--- src/rtl/pdg_pkg.sv ---
package pdg_pkg;

    typedef enum logic [3:0] {
        CMD_NOP = 4'd0,
        CMD_DES = 4'd1,
        CMD_ACT = 4'd2,
        CMD_PRE = 4'd3,
        CMD_REF = 4'd4,
        CMD_RD  = 4'd5,
        CMD_RDA = 4'd6,
        CMD_WR  = 4'd7,
        CMD_WRA = 4'd8,
        CMD_MRS = 4'd9,
        CMD_MPR = 4'd10,
        CMD_ZQ  = 4'd11
    } pdg_cmd_e;

    typedef enum logic [1:0] {
        BURST_FIX8    = 2'd0,
        BURST_OTF     = 2'd1,
        BURST_MRS_BC4 = 2'd2,
        BURST_RSVD    = 2'd3
    } pdg_burst_e;

    function automatic logic pdg_is_idle(input logic [3:0] c);
        return (c == CMD_NOP) || (c == CMD_DES);
    endfunction

endpackage

--- src/rtl/pdg_delay_calc.sv ---
module pdg_delay_calc
    import pdg_pkg::*;
#(
    parameter int LAT_W = 5,
    parameter int ZQ_W  = 10,
    parameter int CNT_W = 11
) (
    input  logic [3:0]       cmd_i,
    input  logic [1:0]       burst_i,
    input  logic [LAT_W-1:0] rl_i,
    input  logic [LAT_W-1:0] wl_i,
    input  logic [LAT_W-1:0] wr_i,
    input  logic [LAT_W-1:0] tmod_i,
    input  logic [ZQ_W-1:0]  zq_i,
    output logic             load_o,
    output logic [CNT_W-1:0] wait_o
);

    logic [CNT_W-1:0] burst_x;
    logic [CNT_W-1:0] rl_x;
    logic [CNT_W-1:0] wl_x;
    logic [CNT_W-1:0] wr_x;
    logic [CNT_W-1:0] wrbase_x;

    always_comb begin
        burst_x  = (burst_i == BURST_MRS_BC4) ? CNT_W'(2) : CNT_W'(4);
        rl_x     = CNT_W'(rl_i);
        wl_x     = CNT_W'(wl_i);
        wr_x     = CNT_W'(wr_i);
        wrbase_x = wl_x + burst_x + wr_x;
        load_o   = 1'b1;
        wait_o   = CNT_W'(1);
        case (cmd_i)
            CMD_ACT, CMD_PRE, CMD_REF: wait_o = CNT_W'(1);
            CMD_RD, CMD_RDA, CMD_MPR:  wait_o = rl_x + CNT_W'(5);
            CMD_WR:                    wait_o = wrbase_x;
            CMD_WRA:                   wait_o = wrbase_x + CNT_W'(1);
            CMD_MRS:                   wait_o = CNT_W'(tmod_i);
            CMD_ZQ:                    wait_o = CNT_W'(zq_i);
            default: begin
                load_o = 1'b0;
                wait_o = '0;
            end
        endcase
    end

endmodule

--- src/rtl/pdg_countdown.sv ---
module pdg_countdown #(
    parameter int CNT_W = 11
) (
    input  logic             clk,
    input  logic             rst_n,
    input  logic             load_i,
    input  logic [CNT_W-1:0] wait_i,
    output logic [CNT_W-1:0] cnt_o,
    output logic             zero_o
);

    typedef struct packed {
        logic [CNT_W-1:0] cnt;
    } cd_state_t;

    cd_state_t st_d, st_q;
    logic [CNT_W-1:0] dec_d;
    logic [CNT_W-1:0] cand_d;

    always_comb begin
        st_d   = st_q;
        dec_d  = (st_q.cnt == '0) ? '0 : st_q.cnt - CNT_W'(1);
        cand_d = (wait_i == '0) ? '0 : wait_i - CNT_W'(1);
        if (load_i && (cand_d > dec_d)) begin
            st_d.cnt = cand_d;
        end else begin
            st_d.cnt = dec_d;
        end
    end

    always_ff @(posedge clk) begin
        if (!rst_n) begin
            st_q <= '0;
        end else begin
            st_q <= st_d;
        end
    end

    assign cnt_o  = st_q.cnt;
    assign zero_o = (st_q.cnt == '0);

    // an idle slot runs the count down by one each cycle
    p_count_down_r7: assert property (@(posedge clk) disable iff (!rst_n)
        (!load_i && st_q.cnt != '0) |=> (st_q.cnt == $past(st_q.cnt) - CNT_W'(1)));

    // a load never leaves less than the loaded wait
    p_load_floor_r7: assert property (@(posedge clk) disable iff (!rst_n)
        (load_i && wait_i != '0) |=> (st_q.cnt >= $past(wait_i) - CNT_W'(1)));

    // a load never shortens what was left
    p_no_shorten_r7: assert property (@(posedge clk) disable iff (!rst_n)
        (load_i && st_q.cnt != '0) |=> (st_q.cnt >= $past(st_q.cnt) - CNT_W'(1)));

endmodule

--- src/rtl/pdg_entry_ctrl.sv ---
module pdg_entry_ctrl (
    input  logic clk,
    input  logic rst_n,
    input  logic idle_slot_i,
    input  logic wait_done_i,
    input  logic pd_req_i,
    output logic grant_o,
    output logic cke_o
);

    typedef struct packed {
        logic in_pd;
    } ec_state_t;

    ec_state_t st_d, st_q;

    always_comb begin
        st_d    = st_q;
        grant_o = rst_n && pd_req_i && !st_q.in_pd && idle_slot_i && wait_done_i;
        cke_o   = !(grant_o || (st_q.in_pd && pd_req_i));
        st_d.in_pd = pd_req_i && (st_q.in_pd || grant_o);
    end

    always_ff @(posedge clk) begin
        if (!rst_n) begin
            st_q <= '0;
        end else begin
            st_q <= st_d;
        end
    end

    // the grant is a single pulse per entry
    p_grant_pulse_r9: assert property (@(posedge clk) disable iff (!rst_n)
        (grant_o && pd_req_i) |=> !grant_o);

    // clock-enable stays low while the request is held
    p_hold_low_r9: assert property (@(posedge clk) disable iff (!rst_n)
        (!cke_o && pd_req_i) |=> (!pd_req_i || !cke_o));

    // clock-enable only falls on a granted slot
    p_fall_on_grant_r1: assert property (@(posedge clk) disable iff (!rst_n)
        $fell(cke_o) |-> grant_o);

endmodule

--- src/rtl/pd_entry_guard.sv ---
module pd_entry_guard
    import pdg_pkg::*;
#(
    parameter int LAT_W = 5,
    parameter int ZQ_W  = 10
) (
    input  logic             clk,
    input  logic             rst_n,
    input  logic [3:0]       cmd_i,
    input  logic [1:0]       cfg_burst_i,
    input  logic [LAT_W-1:0] cfg_rl_i,
    input  logic [LAT_W-1:0] cfg_wl_i,
    input  logic [LAT_W-1:0] cfg_wr_i,
    input  logic [LAT_W-1:0] cfg_tmod_i,
    input  logic [ZQ_W-1:0]  cfg_zq_i,
    input  logic             pd_req_i,
    output logic             pd_grant_o,
    output logic             cke_o
);

    localparam int SUM_W = LAT_W + 2;
    localparam int CNT_W = ((SUM_W > ZQ_W) ? SUM_W : ZQ_W) + 1;

    logic             load_w;
    logic [CNT_W-1:0] wait_w;
    logic [CNT_W-1:0] cnt_w;
    logic             zero_w;
    logic             idle_w;

    assign idle_w = pdg_is_idle(cmd_i);

    pdg_delay_calc #(
        .LAT_W (LAT_W),
        .ZQ_W  (ZQ_W),
        .CNT_W (CNT_W)
    ) u_calc (
        .cmd_i   (cmd_i),
        .burst_i (cfg_burst_i),
        .rl_i    (cfg_rl_i),
        .wl_i    (cfg_wl_i),
        .wr_i    (cfg_wr_i),
        .tmod_i  (cfg_tmod_i),
        .zq_i    (cfg_zq_i),
        .load_o  (load_w),
        .wait_o  (wait_w)
    );

    pdg_countdown #(
        .CNT_W (CNT_W)
    ) u_count (
        .clk    (clk),
        .rst_n  (rst_n),
        .load_i (load_w),
        .wait_i (wait_w),
        .cnt_o  (cnt_w),
        .zero_o (zero_w)
    );

    pdg_entry_ctrl u_entry (
        .clk         (clk),
        .rst_n       (rst_n),
        .idle_slot_i (idle_w),
        .wait_done_i (zero_w),
        .pd_req_i    (pd_req_i),
        .grant_o     (pd_grant_o),
        .cke_o       (cke_o)
    );

    // entry only on a no-operation or deselect slot
    p_grant_idle_r1: assert property (@(posedge clk) disable iff (!rst_n)
        pd_grant_o |-> (cmd_i == CMD_NOP || cmd_i == CMD_DES));

    // a running wait keeps clock-enable high
    p_wait_keeps_high_r8: assert property (@(posedge clk) disable iff (!rst_n)
        (cnt_w != '0) |-> (cke_o || (pd_req_i && !pd_grant_o)));

    // no grant while a wait is running
    p_no_early_grant_r8: assert property (@(posedge clk) disable iff (!rst_n)
        (cnt_w != '0) |-> !pd_grant_o);

endmodule

--- config.mk ---
export PLATFORM = sky130hd
export DESIGN_NAME = pd_entry_guard
export DESIGN_NICKNAME = d
export VERILOG_FILES = /design/src/rtl/pdg_pkg.sv /design/src/rtl/pdg_delay_calc.sv /design/src/rtl/pdg_countdown.sv /design/src/rtl/pdg_entry_ctrl.sv /design/src/rtl/pd_entry_guard.sv
export SDC_FILE = /design/constraint.sdc
export NUM_CORES = 1
export LEC_CHECK = 0
export ABC_CLOCK_PERIOD_IN_PS = 5400
export BUFFER_PORTS_ARGS = -buffer_cell sky130_fd_sc_hd__buf_2
export CAP_MARGIN = 10
export CORE_MARGIN = 2
export CORE_UTILIZATION = 51
export DETAILED_ROUTE_END_ITERATION = 6
export GPL_TIMING_DRIVEN = 0
export PLACE_DENSITY = 0.78
export SETUP_SLACK_MARGIN = 0.5
export SYNTH_ARGS = -nofsm -noshare
export SYNTH_HDL_FRONTEND = slang
export SYNTH_SLANG_ARGS = --single-unit
--- constraint.sdc ---
create_clock -name clk -period 5.4 [get_ports clk]
set_input_delay 0.54 -clock clk [delete_from_list [all_inputs] [get_ports clk]]
set_output_delay 0.54 -clock clk [all_outputs]
set_load 0.01 [all_outputs]
==> results.sh <==
export IMPL_worstPathMaxFanout=7
export IMPL_cts_sinks=12
export IMPL_fmax_mhz=193
export IMPL_critPathRequiredTime_ns=5.53
export IMPL_maxCapViolations=0
export IMPL_p_seq_share_pct=12.0
export IMPL_pre_cts_ws_ns=0.0383
export IMPL_criticalPathCategory="in -> reg"
export IMPL_vias_per_cell=5.96
export IMPL_grtUsageTotal_pct=22.5
export IMPL_drc_errors=0
export IMPL_grt_overflow=0
export IMPL_avgRoutedWirePerCell_um=16.3
export IMPL_skew_ns=0.00389
export IMPL_slew_violations=0
export IMPL_ys_types=65
export IMPL_period_minus_slack_ns=5.17
export IMPL_dieArea_um2=4510
export IMPL_coreArea_um2=3740
export IMPL_fin_ws_ns=0.228
export IMPL_power_internal_mw=0.610
export IMPL_p_switching_mw=0.535
export IMPL_yosys_warnings=0
export IMPL_cts_buffers=3
export IMPL_first_iter_violations=155
export IMPL_synthTopCellsByArea="ha_1, dfxtp_1, xnor2_1"
export IMPL_switching_share_pct=46.7
export IMPL_grt_max_degree=11
export IMPL_synth_area_um2=2030
export IMPL_portBuffers=40
export IMPL_synthCells=251
export IMPL_status="complete, no violations"
export IMPL_final_fill_count=263
export IMPL_leakagePower_nw=1.28
export IMPL_die_width_um=67.1
export IMPL_power_share_clock_pct=8.7
export IMPL_std_cell_rows=22
export IMPL_cts_tree="done"
export IMPL_r2r_slack_ns=1.58
export IMPL_synthFlopType="dfxtp_1"
export IMPL_synth_common_cells="nor2_1, ha_1, nand2_1"
export IMPL_final_area_um2=2800
export IMPL_rsz0062_at_grt="true"
export IMPL_syn_num_nets=315
export IMPL_min_delay_path_class="reg -> reg"
export IMPL_gp_congestion=0.860
export IMPL_powerDensity_nw_per_um2=410
export IMPL_crit_path_start_kind="input port"
export IMPL_crit_path_end_kind="flip-flop"
export IMPL_routed_via_count=2211
export IMPL_ios=41
export IMPL_power_share_combinational_pct=79.3
export IMPL_hold_viol=0
export IMPL_peakVddDrop_mv=0.161
export IMPL_cts_root_buffer="clkbuf_8"
export IMPL_yosysMostFrequentCell="nor2_1"
export IMPL_dr_pass1_iters=5
export IMPL_routed_wl_um=6030
export IMPL_synth_area_leader_cell="ha_1"
export IMPL_final_nets=388
export IMPL_diodes=0
export IMPL_setup_viol=0
export IMPL_layout_drive_gt1_share_pct=38.4
export IMPL_finalSetupTns_ns=0
export IMPL_ys_seq_elements=12
export IMPL_clk_latency_ns=0.25
export IMPL_grt_pass1_vias=1841
export IMPL_grt_antenna_before_repair=0
export IMPL_finalCritPeriodShare_pct=95.8
export IMPL_hpwl_um=3730
export IMPL_ant_nets=0
export IMPL_cp_data_arrival_time_ns=5.30
export IMPL_placed_area_um2=2340
export IMPL_clockBufferDepth=2
export IMPL_tightest_slew_ns=1.20
export IMPL_ys_async_sr_fraction_pct=0
export IMPL_area_growth_pct=37.6
export IMPL_synth_top_area_share_pct=13.5
export IMPL_synth_seq_area_share_pct=11.8
export IMPL_die_h_um=67.1
export IMPL_avgSynthCellArea_um2=8.10
export IMPL_start_util_pct=54.3
export IMPL_htreeDepth=1
export IMPL_synth_edf_count=0
export IMPL_slew_headroom_pct=19.1
export IMPL_path_clk_slew_ns=0.06
export IMPL_grt_pass1_wl_um=7890
-- path summary, 6_finish.rpt --
check                           cells after the start          endpoint              from
worst max-delay path                               27  u_count.cnt_o[1]    cfg_burst_i[0]
worst max register to register                     13  u_count.cnt_o[1]  u_count.cnt_o[5]
worst min register to register                      2      u_entry.st_q      u_entry.st_q
worst min-delay path                                2      u_entry.st_q      u_entry.st_q
-- metal layers --
metal | part of all wire (%) | up-vias | global-route usage, %
li1 | - | 1060 | -
met1 | 38 | 1028 | 26.2
met2 | 54 | 101 | 42.8
met3 | 4.7 | 22 | 2.70
met4 | 3.1 | 0 | 5.87
met5 | 0 | - | 0
-- flip-flops by register name (all words and copies together) (netlist names) --
signal / cells
u_entry.st_q: 1
u_count.cnt_o: 11
-- power by group through the flow --
stage               Clock, mW  Combinational [mW]  Sequential (mW)
finish                  0.100               0.908            0.137
global route            0.104               0.981            0.140
CTS                    0.0987               0.695            0.135
detailed placement          0               0.664            0.137
global placement            0               0.657            0.136
floorplan                   0               0.539            0.133
-- metrics by stage --
step / utilization, % / total power, mW / cells / hold WS [ns]
6_report: 74.7 / 1.14 / 371 / 0.499
2_1_floorplan: - / 0.672 / 251 / 0.458
3_3_place_gp: 62.6 / 0.793 / 339 / 0.472
5_1_grt: 74.7 / 1.23 / 371 / 0.540
3_5_place_dp: 62.6 / 0.801 / 339 / 0.488
4_1_cts: 66.1 / 0.928 / 353 / 0.497
-- layout make-up --
class                   count  area [um^2]  share of cell area [%]
multi-input cells         216         1860                    66.7
repair buffers             68          444                    15.9
flip-flops and latches     12          240                    8.59
plain buffers               9         77.6                    2.78
well taps                  48         60.1                    2.15
clock buffers               4         55.1                    1.97
inverters                  14         55.1                    1.97
-- worst max-delay path: stages --
cell      delay (ns)
buf_6           0.07
nand2b_4        0.11
inv_2           0.04
fa_1            0.51
ha_2            0.19
inv_2           0.04
fa_2            0.40
xor2_4          0.19
buf_12          0.14
nor4_1          0.41
xnor2_1         0.17
o21a_2          0.28
nand3_4         0.08
buf_6           0.13
buf_4           0.12
buf_4           0.12
nand2_1         0.05
ha_1            0.23
nor2b_4         0.10
o21a_1          0.12
o211ai_1        0.09
a221o_1         0.36
a21oi_4         0.26
buf_6           0.16
nor2_1          0.06
a31oi_1         0.23
nor2b_1         0.08
-- repair_timing --
action / 4_1_cts / 5_1_grt
endpoints found under the setup margin: 11 / 11
hold buffers: 0 / 0
gates resized for setup: 1 / 31
buffers inserted: 9 / 18
cloned: 1 / 0
pin swaps: 7 / 24
-- logic make-up (layout without fill, tap and decap cells) --
group,Yosys count,count (layout),synth area share (%)
and+or+nand+nor,107,107,30.7
AOI/OAI and AO/OA,55,55,21.4
adders and majority gates,26,26,17.0
buffers and inverters,23,95,5.91
xor gates and xnor gates,22,22,10.5
DFF,12,12,11.8
muxes,5,5,2.52
other,1,1,0.185
-- layout by cell type, fill, tap and decap left out, drive strengths merged, types with 3 or more instances in the layout --
cell type / Yosys / layout
clkbuf: 2 / 6
or4: 3 / 3
nor3: 6 / 6
and2: 9 / 9
o22ai: 3 / 3
nand2b: 5 / 5
nor2: 25 / 25
ha: 22 / 22
and4b: 3 / 3
a32o: 3 / 3
nand4: 3 / 3
nor2b: 11 / 11
a221oi: 5 / 5
xor2: 10 / 10
a31oi: 5 / 5
buf: 6 / 74
a21o: 4 / 4
xnor2: 11 / 11
a21oi: 10 / 10
mux2i: 4 / 4
nand2: 19 / 19
dfxtp: 12 / 12
o21ai: 7 / 7
or3: 3 / 3
nand3: 5 / 5
nor4: 3 / 3
inv: 14 / 14
fa: 3 / 3
(Power assumes the default switching activity.)
